==> config.mk <==
export PLATFORM = sky130hd
export DESIGN_NAME = alu16_lanes
export DESIGN_NICKNAME = d
export VERILOG_FILES = /design/src/rtl/alu16_pkg.sv /design/src/rtl/alu16_ctrl.sv /design/src/rtl/alu16_slice.sv /design/src/rtl/alu16_datapath.sv /design/src/rtl/alu16_lanes.sv
export SDC_FILE = /design/constraint.sdc
export NUM_CORES = 1
export LEC_CHECK = 0
export BUFFER_PORTS_ARGS = -buffer_cell sky130_fd_sc_hd__buf_2
export CAP_MARGIN = 15
export CORE_UTILIZATION = 44
export DETAILED_ROUTE_END_ITERATION = 10
export GPL_TIMING_DRIVEN = 0
export PLACE_DENSITY_LB_ADDON = 0.08
export SLEW_MARGIN = 20
export SYNTH_ARGS = -nofsm -noshare
export SYNTH_HDL_FRONTEND = slang
export SYNTH_SLANG_ARGS = --single-unit
==> constraint.sdc <==
create_clock -name vclk -period 8.1
set_input_delay 0.405 -clock vclk [all_inputs]
set_output_delay 0.405 -clock vclk [all_outputs]
set_load 0.1 [all_outputs]
==> src/rtl/alu16_pkg.sv <==
package alu16_pkg;

  typedef enum logic [3:0] {
    OP_PASS = 4'd0,
    OP_ADD  = 4'd1,
    OP_ADC  = 4'd2,
    OP_SUB  = 4'd3,
    OP_SBC  = 4'd4,
    OP_AND  = 4'd5,
    OP_OR   = 4'd6,
    OP_XOR  = 4'd7,
    OP_BIT  = 4'd8
  } aluOp_e;

  typedef enum logic [1:0] {
    FN_ARITH = 2'd0,
    FN_AND   = 2'd1,
    FN_OR    = 2'd2,
    FN_XOR   = 2'd3
  } sliceFn_e;

  // strobes from the decoder to the datapath
  typedef struct packed {
    sliceFn_e fn;
    logic     invertB;     // subtract: feed ~B
    logic     carryForce;  // force a 1 into the chain
    logic     carryFromIn; // take the stored carry into the chain
    logic     carryInvert; // stored carry is a borrow
    logic     arith;       // V/C come from the adder
    logic     halfValid;   // H meaningful (add forms only)
    logic     passB;       // result = B, no flags
    logic     keepA;       // result = A (bit test)
    logic     flagWe;
  } aluCtrl_t;

  localparam int CC_W   = 8;
  localparam int CC_C   = 0;
  localparam int CC_V   = 1;
  localparam int CC_Z   = 2;
  localparam int CC_N   = 3;
  localparam int CC_H   = 4;

endpackage

==> src/rtl/alu16_ctrl.sv <==
module alu16_ctrl
  import alu16_pkg::*;
(
  input  logic [3:0] opCode,
  output aluCtrl_t   ctrl
);

  always_comb begin
    ctrl = '{fn: FN_ARITH, invertB: 1'b0, carryForce: 1'b0, carryFromIn: 1'b0,
             carryInvert: 1'b0, arith: 1'b0, halfValid: 1'b0, passB: 1'b1,
             keepA: 1'b0, flagWe: 1'b0};
    case (opCode)
      OP_ADD: begin
        ctrl.passB = 1'b0; ctrl.arith = 1'b1; ctrl.halfValid = 1'b1; ctrl.flagWe = 1'b1;
      end
      OP_ADC: begin
        ctrl.passB = 1'b0; ctrl.arith = 1'b1; ctrl.halfValid = 1'b1; ctrl.flagWe = 1'b1;
        ctrl.carryFromIn = 1'b1;
      end
      OP_SUB: begin
        ctrl.passB = 1'b0; ctrl.arith = 1'b1; ctrl.flagWe = 1'b1;
        ctrl.invertB = 1'b1; ctrl.carryForce = 1'b1;
      end
      OP_SBC: begin
        ctrl.passB = 1'b0; ctrl.arith = 1'b1; ctrl.flagWe = 1'b1;
        ctrl.invertB = 1'b1; ctrl.carryFromIn = 1'b1; ctrl.carryInvert = 1'b1;
      end
      OP_AND: begin
        ctrl.passB = 1'b0; ctrl.fn = FN_AND; ctrl.flagWe = 1'b1;
      end
      OP_OR: begin
        ctrl.passB = 1'b0; ctrl.fn = FN_OR; ctrl.flagWe = 1'b1;
      end
      OP_XOR: begin
        ctrl.passB = 1'b0; ctrl.fn = FN_XOR; ctrl.flagWe = 1'b1;
      end
      OP_BIT: begin
        ctrl.passB = 1'b0; ctrl.fn = FN_AND; ctrl.keepA = 1'b1; ctrl.flagWe = 1'b1;
      end
      default: ;
    endcase
  end

endmodule

==> src/rtl/alu16_slice.sv <==
module alu16_slice
  import alu16_pkg::*;
#(
  parameter int LANE_W = 8
) (
  input  logic [LANE_W-1:0] aIn,
  input  logic [LANE_W-1:0] bIn,
  input  sliceFn_e          fn,
  input  logic              invertB,
  input  logic              cin,
  output logic [LANE_W-1:0] value,
  output logic              cout,
  output logic              halfCarry,
  output logic              ovf
);

  localparam int NIB_W = LANE_W / 2;

  logic [LANE_W-1:0] bEff;
  logic [LANE_W:0]   sum;
  logic [NIB_W:0]    nibSum;

  always_comb begin
    bEff   = invertB ? ~bIn : bIn;
    sum    = {1'b0, aIn} + {1'b0, bEff} + {{LANE_W{1'b0}}, cin};
    nibSum = {1'b0, aIn[NIB_W-1:0]} + {1'b0, bEff[NIB_W-1:0]} + {{NIB_W{1'b0}}, cin};
    cout      = sum[LANE_W];
    halfCarry = nibSum[NIB_W];
    ovf       = (aIn[LANE_W-1] == bEff[LANE_W-1]) && (sum[LANE_W-1] != aIn[LANE_W-1]);
    case (fn)
      FN_AND:  value = aIn & bIn;
      FN_OR:   value = aIn | bIn;
      FN_XOR:  value = aIn ^ bIn;
      default: value = sum[LANE_W-1:0];
    endcase
  end

endmodule

==> src/rtl/alu16_datapath.sv <==
module alu16_datapath
  import alu16_pkg::*;
#(
  parameter int LANE_W = 8
) (
  input  logic [2*LANE_W-1:0] opA,
  input  logic [2*LANE_W-1:0] opB,
  input  logic                wordMode,
  input  logic                swapA,
  input  logic                swapB,
  input  logic                carryIn,
  input  aluCtrl_t            ctrl,
  output logic [2*LANE_W-1:0] result,
  output logic [CC_W-1:0]     flags
);

  localparam int LANES  = 2;
  localparam int DATA_W = LANES * LANE_W;

  logic [DATA_W-1:0] swA, swB, sliceVal;
  logic [LANES:0]    chain;
  logic [LANES-1:0]  sliceOvf, sliceHalf;
  logic              cinLow;

  assign swA = swapA ? {opA[LANE_W-1:0], opA[DATA_W-1:LANE_W]} : opA;
  assign swB = swapB ? {opB[LANE_W-1:0], opB[DATA_W-1:LANE_W]} : opB;

  assign cinLow   = ctrl.carryForce | (ctrl.carryFromIn & (carryIn ^ ctrl.carryInvert));
  assign chain[0] = cinLow;

  for (genvar g = 0; g < LANES; g++) begin : gLane
    alu16_slice #(.LANE_W(LANE_W)) slice_i (
      .aIn      (swA[g*LANE_W +: LANE_W]),
      .bIn      (swB[g*LANE_W +: LANE_W]),
      .fn       (ctrl.fn),
      .invertB  (ctrl.invertB),
      .cin      (chain[g]),
      .value    (sliceVal[g*LANE_W +: LANE_W]),
      .cout     (chain[g+1]),
      .halfCarry(sliceHalf[g]),
      .ovf      (sliceOvf[g])
    );
  end

  logic topMsb, topCout, topOvf, zeroVal;
  logic fN, fZ, fV, fC, fH;

  always_comb begin
    if (wordMode) begin
      topMsb  = sliceVal[DATA_W-1];
      topCout = chain[LANES];
      topOvf  = sliceOvf[LANES-1];
      zeroVal = (sliceVal == '0);
    end else begin
      topMsb  = sliceVal[LANE_W-1];
      topCout = chain[1];
      topOvf  = sliceOvf[0];
      zeroVal = (sliceVal[LANE_W-1:0] == '0);
    end
    fN = topMsb;
    fZ = zeroVal;
    fV = ctrl.arith & topOvf;
    fC = ctrl.arith ? (topCout ^ ctrl.invertB) : carryIn;
    fH = ctrl.halfValid & sliceHalf[0];

    flags = '0;
    if (ctrl.flagWe) begin
      flags[CC_H] = fH;
      flags[CC_N] = fN;
      flags[CC_Z] = fZ;
      flags[CC_V] = fV;
      flags[CC_C] = fC;
    end

    if (ctrl.passB)      result = swB;
    else if (ctrl.keepA) result = swA;
    else if (wordMode)   result = sliceVal;
    else                 result = {swA[DATA_W-1:LANE_W], sliceVal[LANE_W-1:0]};
  end

  logic [DATA_W:0] fullSum;
  always_comb begin
    fullSum = {1'b0, swA} + {1'b0, (ctrl.invertB ? ~swB : swB)} + {{DATA_W{1'b0}}, cinLow};

    if (ctrl.arith && wordMode)
      chain_link_chk: assert ({chain[LANES], sliceVal} == fullSum)
        else $error("slice carry chain disagrees with a full-width add");

    zn_excl_chk: assert (!(flags[CC_Z] && flags[CC_N]))
      else $error("Z and N both set");
  end

endmodule

==> src/rtl/alu16_lanes.sv <==
module alu16_lanes
  import alu16_pkg::*;
#(
  parameter int LANE_W = 8
) (
  input  logic [2*LANE_W-1:0] opA,
  input  logic [2*LANE_W-1:0] opB,
  input  logic [3:0]          opCode,
  input  logic                wordMode,
  input  logic                swapA,
  input  logic                swapB,
  input  logic                carryIn,
  output logic [2*LANE_W-1:0] result,
  output logic [CC_W-1:0]     flags,
  output logic                flagWe
);

  localparam int DATA_W = 2 * LANE_W;

  aluCtrl_t ctrl;

  alu16_ctrl ctrl_i (
    .opCode(opCode),
    .ctrl  (ctrl)
  );

  alu16_datapath #(.LANE_W(LANE_W)) dp_i (
    .opA     (opA),
    .opB     (opB),
    .wordMode(wordMode),
    .swapA   (swapA),
    .swapB   (swapB),
    .carryIn (carryIn),
    .ctrl    (ctrl),
    .result  (result),
    .flags   (flags)
  );

  assign flagWe = ctrl.flagWe;

  logic [LANE_W-1:0] hiOfA;
  logic [DATA_W-1:0] exB;
  assign hiOfA = swapA ? opA[LANE_W-1:0] : opA[DATA_W-1:LANE_W];
  assign exB   = swapB ? {opB[LANE_W-1:0], opB[DATA_W-1:LANE_W]} : opB;

  always_comb begin

    if (!wordMode && flagWe)
      byte_upper_chk: assert (result[DATA_W-1:LANE_W] == hiOfA)
        else $error("byte mode upper byte not passed through");

    if (!flagWe)
      pass_quiet_chk: assert (flags == '0 && result == exB)
        else $error("pass operation touched flags or result");

    if (opCode == OP_AND || opCode == OP_OR || opCode == OP_XOR || opCode == OP_BIT)
      logic_carry_chk: assert (flags[CC_C] == carryIn && !flags[CC_V] && !flags[CC_H])
        else $error("logic operation changed C, V or H");

    if (opCode == OP_BIT)
      bit_keep_chk: assert (flagWe && result == (swapA ? {opA[LANE_W-1:0], opA[DATA_W-1:LANE_W]} : opA))
        else $error("bit test altered the result or dropped flag write");
  end

endmodule

==> results.yml, run 1 <==
outcome:
  status: "complete, no violations"
worst_setup_path:
  crit_buf_inv: 6
  required_ns: 7.70
  cp-end-kind: "output port"
  worstPathArrival_ns: 7.23
  critPathMaxStageDelay_ns: 0.47
  startpoint_type: "input port"
  setup.worst_path.start: "opCode[0]"
  crit_top_cell: "fa_1"
  crit_cells: 25
  critPathKind: "in -> out"
  worst-path-max-fanout: 10
  cp_top_family: "compound AO/OA/AOI/OAI gates"
  cp-endpoint: "flags[0]"
  critPathSlowestCell: "buf_2"
route:
  dr.pass1.iters: 4
  drc_errors: 0
  wirelength_um: 8830
  drtIter0Drc: 219
  viasPerCell: 5.81
  postRouteAntennaNets: 0
  wl_per_cell_um: 16.3
  vias: 3155
sta:
  rsz0062_at_grt: "no"
  fin_hold_ws_ns: 1.32
  max-slew-margin-rel_pct: 46.1
  tightest_slew_ns: 0.809
  setup_viol_count_final: 0
  min_period_over_period_pct: 94.3
  maxSlewViolCount: 0
  max_freq_ghz: 0.131
  period_needed_ns: 7.63
  final_hold_viol_count: 0
logic_synthesis:
  synth_cell_types: 59
  yosys_warnings: 0
  ys_seq_area_share_pct: 0
  syn-cell-area_um2: 2860
  syn_avg_cell_area_um2: 7.04
  netlist_instances: 406
power_and_ir_drop:
  switching_share_pct: 70.5
  p_int_uw: 132
  powerDensity_nw_per_um2: 136
  vdd_ir_drop_max_mv: 0.116
  seqPwrFrac_pct: 0
  switchingPower_uw: 315
  leakage_nw: 1.64
  p_clk_share_pct: 0
  combPwrFrac_pct: 100.0
layout:
  fin_area_um2: 3280
  seqCellArea_um2: 0
  num_antenna_cells: 0
  drive_gt1_share_pct: 18.2
  nets: 560
  clock_buffers: 0
  seq_cell_count: 0
  area_delta_synth_final_pct: 14.8
hold_path:
  hold_class: "in -> out"
global_routing:
  track_usage_pct: 26.5
  met1_usage_pct: 38.0
  grt_use_met3_pct: 1.10
  global_route.usage.met2_pct: 44.8
  grt_max_degree: 11
  antenna_found_initial: 0
  grt_pass1_wl_um: 13700
  gr-max-usage-layer: "met2"
  grt_pass1_vias: 2679
  grt-ovfl-total: 0
die:
  die_w_um: 82.6
  row_count: 28
  die_h_um: 82.6
  dieArea_um2: 6820
  start_util_pct: 46.9
  io_pins: 65
  coreArea_um2: 6100
flow_run:
  maxCapViolations: 0
place:
  dpl_cell_area_um2: 3270
  port_buffers: 60
  place_hpwl_um: 7080
  gp_congestion: 0.875
clocking:
  cts_setup_buffers: 0
  holdBufCountCts: 0
-- layer usage --
layer	wire length, um	part of all wire, %
met5	0	0
met4	78	0.88
met3	561	6.4
met2	3990	45
met1	4200	48
-- Yosys cell counts, types with 3 or more instances --
cell type | number | area share, %
nor2_1 | 36 | 4.7
mux2i_1 | 36 | 13
o21a_1 | 3 | 0.79
clkbuf_1 | 18 | 2.4
nand2_1 | 36 | 4.7
or2_2 | 4 | 0.88
nand3_1 | 5 | 0.88
nor2b_1 | 6 | 1.3
buf_4 | 3 | 0.79
xnor2_1 | 22 | 6.7
mux2_2 | 4 | 1.6
o211ai_1 | 19 | 5.0
or3_1 | 4 | 0.88
a21oi_1 | 27 | 4.7
o21ai_0 | 22 | 3.9
a211oi_1 | 10 | 2.6
buf_2 | 3 | 0.53
fa_1 | 4 | 2.8
o31ai_1 | 3 | 0.79
a21o_1 | 7 | 1.8
inv_1 | 41 | 5.4
ha_1 | 46 | 20
-- area by class of cell --
type / instances / area (um^2)
inverters: 41 / 154
fillers: 650 / 2820
plain buffers: 27 / 134
well taps: 75 / 93.8
multi-input cells: 340 / 2600
repair buffers: 60 / 300
-- power groups by stage --
stage          clock (mW)  sequential (mW)  combinational, mW
2_1_floorplan           0                0              0.357
3_5_place_dp            0                0              0.441
3_3_place_gp            0                0              0.436
6_report                0                0              0.446
5_1_grt                 0                0              0.483
4_1_cts                 0                0              0.443
-- worst min-delay path by stage --
stage,from,endpoint,cells past startpoint
6_report,carryIn,flags[0],4
3_5_place_dp,carryIn,flags[0],4
3_3_place_gp,carryIn,flags[0],4
4_1_cts,carryIn,flags[0],4
2_1_floorplan,carryIn,flags[0],2
5_1_grt,carryIn,flags[0],4
-- cell families after synthesis --
logic type                 Yosys count  synth area share (%)
muxes                               40                  14.2
buffers and inverters               68                  10.0
adders and majority gates           50                  23.0
xor gates and xnor gates            24                  7.36
and+or+nand+nor                    108                  18.5
other                                1                 0.131
AOI/OAI and AO/OA                  115                  26.8
-- layout by cell type (no fill, tap or decap), drive strengths merged, types with 3 or more instances in the layout --
master,n
a211oi,10
o31ai,3
o211ai,20
ha,46
mux2i,36
nand2,36
or2,5
xnor2,22
a21o,7
nor2b,6
fa,4
conb,3
nand3,5
o21a,3
or3,4
mux2,4
nor4,3
nor2,36
inv,41
a21oi,28
buf,68
o21ai,24
clkbuf,19
-- timing repair --
action / CTS / global route
setup endpoints to repair: 1 / 4
resized for setup: 1 / 3
gates cloned: 0 / 0
pin swaps: 0 / 0
endpoints found under the hold margin: 0 / 0
-- tightest hold or removal path, cell delays in order --
cell and delay, ns:
buf_2 0.11, nand2_1 0.06, o41ai_2 0.05, buf_2 0.28
-- stage by stage --
| step | utilization [%] | power [mW] | instances | setup slack, ns | setup TNS [ns] |
|---|---|---|---|---|---|
| after CTS | 53.6 | 0.443 | 543 | 0.0754 | 0 |
| after detailed placement | 53.6 | 0.441 | 543 | -0.156 | -0.156 |
| after floorplan | - | 0.357 | 408 | 0.120 | 0 |
| final | 53.8 | 0.446 | 543 | 0.465 | 0 |
| after global routing | 53.8 | 0.483 | 543 | 0.0483 | 0 |
| after global placement | 53.6 | 0.436 | 543 | -0.180 | -0.180 |
Note: power is estimated with default switching activity, not from simulation.
==> run 2, diff against run 1 <==
--- a/config.mk
+++ b/config.mk
@@ -7,11 +7,11 @@
 export LEC_CHECK = 0
 export BUFFER_PORTS_ARGS = -buffer_cell sky130_fd_sc_hd__buf_2
 export CAP_MARGIN = 15
-export CORE_UTILIZATION = 44
+export CORE_UTILIZATION = 25
 export DETAILED_ROUTE_END_ITERATION = 10
 export GPL_TIMING_DRIVEN = 0
 export PLACE_DENSITY_LB_ADDON = 0.08
-export SLEW_MARGIN = 20
+export SLEW_MARGIN = 0
 export SYNTH_ARGS = -nofsm -noshare
 export SYNTH_HDL_FRONTEND = slang
 export SYNTH_SLANG_ARGS = --single-unit
==> results.yml, run 2 (same netlist as run 1, synthesis figures left out) <==
outcome:
  status: "complete, no violations"
sta:
  period_needed_ns: 7.52
  tightest_slew_ns: 0.897
  maxSlewViolCount: 0
  max_freq_ghz: 0.133
  fin_setup_tns_ns: 0
  rsz0062_at_grt: "no"
  setup_viol_count_final: 0
  layout_setup_ws_ns: 0.583
  min_period_over_period_pct: 92.8
  final_hold_viol_count: 0
  max-slew-margin-rel_pct: 40.2
power_and_ir_drop:
  powerDensity_nw_per_um2: 134
  leakage_nw: 1.64
  vdd_ir_drop_max_mv: 0.0883
global_routing:
  grt_pass1_wl_um: 15800
  grt_pass1_vias: 2829
  grt-ovfl-total: 0
  antenna_found_initial: 0
  track_usage_pct: 17.5
  grt_max_degree: 11
worst_setup_path:
  critPathKind: "in -> out"
  crit_chain: "clkbuf_1 -> clkbuf_1 -> mux2i_1 -> xnor2_1 -> fa_1 -> fa_1 -> a21oi_1 -> o211ai_1 -> o21ai_0 -> a21boi_0 -> or2_2 -> fa_1 -> inv_1 -> fa_1 -> nor2b_1 -> o31a_1 -> o31a_1 -> o21a_1 -> o32ai_1 -> a21oi_1 -> o41ai_2 -> buf_2"
  worst-path-max-fanout: 10
  critPathSlowestCell: "clkbuf_1"
  required_ns: 7.70
  startpoint_type: "input port"
  worstPathArrival_ns: 7.11
  crit_top_cell: "fa_1"
  critPathMaxStageDelay_ns: 0.73
  cp-end-kind: "output port"
place:
  dpl_cell_area_um2: 3350
  place_hpwl_um: 8450
  numPlacedInstances: 608
  port_buffers: 60
  gp_congestion: 0.830
  dpl_worst_slack_ns: -0.674
layout:
  clock_buffers: 0
  seq_cell_count: 0
  num_antenna_cells: 0
  fillers: 1240
  nets: 559
  drive_gt1_share_pct: 18.2
  multi_input_area_um2: 2600
  area_delta_synth_final_pct: 17.5
  seqCellArea_um2: 0
  fin_cells: 607
  layout_commonest_cell: "buf_2"
  fin_area_um2: 3360
  final_cell_mix: "buf_2, ha_1, inv_1"
hold_path:
  hold_depth: 4
  hold_class: "in -> out"
  min_from: "carryIn"
  whs_endpoint: "flags[0]"
die:
  dieArea_um2: 11900
  die_w_um: 109
  coreArea_um2: 11000
  io_pins: 65
  row_count: 38
  start_util_pct: 26.0
  die_h_um: 109
route:
  vias: 2981
  wl_per_cell_um: 16.7
  drc_errors: 0
  viasPerCell: 4.91
  wirelength_um: 10200
  postRouteAntennaNets: 0
  dr.pass1.iters: 6
  drtIter0Drc: 132
flow_run:
  maxCapViolations: 0
clocking:
  holdBufCountCts: 0
  cts_setup_buffers: 0
==> run 2: area by class of cell <==
cell class	instances	share of cell area, %
Buffer	26	3.88
Inverter	41	4.59
Multi-Input combinational cell	340	77.4
Tap cell	140	5.22
Timing Repair Buffer	60	8.95
==> run 2: report_power, final <==
part	switching [mW]	total, mW	internal, mW
registers	0	0	0
clock network	0	0	0
logic	0.318	0.449	0.131
==> run 2: metrics by stage <==
stage	power, mW	hold WS [ns]	utilization [%]
floorplan	0.357	1.20	-
global placement	0.450	1.35	30.5
detailed placement	0.451	1.35	30.5
CTS	0.454	1.35	30.6
global route	0.491	1.38	30.6
finish	0.449	1.35	30.6
==> run 2: how the worst max path moves through the flow <==
stage,to,from,cells past startpoint
after floorplan,flags[1],opCode[0],21
after global placement,flags[0],opCode[0],25
final,flags[0],swapB,22
after CTS,flags[0],opCode[0],25
after global routing,flags[0],swapB,22
after detailed placement,flags[0],opCode[0],25
==> run 2: metal layers <==
layer  track usage (%)  routed length, um
met2              31.8               4920
met4                 0                  0
met3             0.239                332
met1              24.5               4900
met5                 0                  0
==> run 2: timing repair <==
action / in CTS / in global routing
gates resized for setup: 3 / 0
setup endpoints to repair: 8 / 4
hold endpoints to repair: 0 / 0
==> run 2: critical path: cells and delay by family <==
family,cells,cell delay (ns)
AO/OA/AOI/OAI,10,2.29
multiplexers,1,0.47
XOR/XNOR,1,0.15
adder cells (fa/ha/maj),4,1.52
AND/OR/NAND/NOR,2,0.42
buffers and inverters,4,1.83
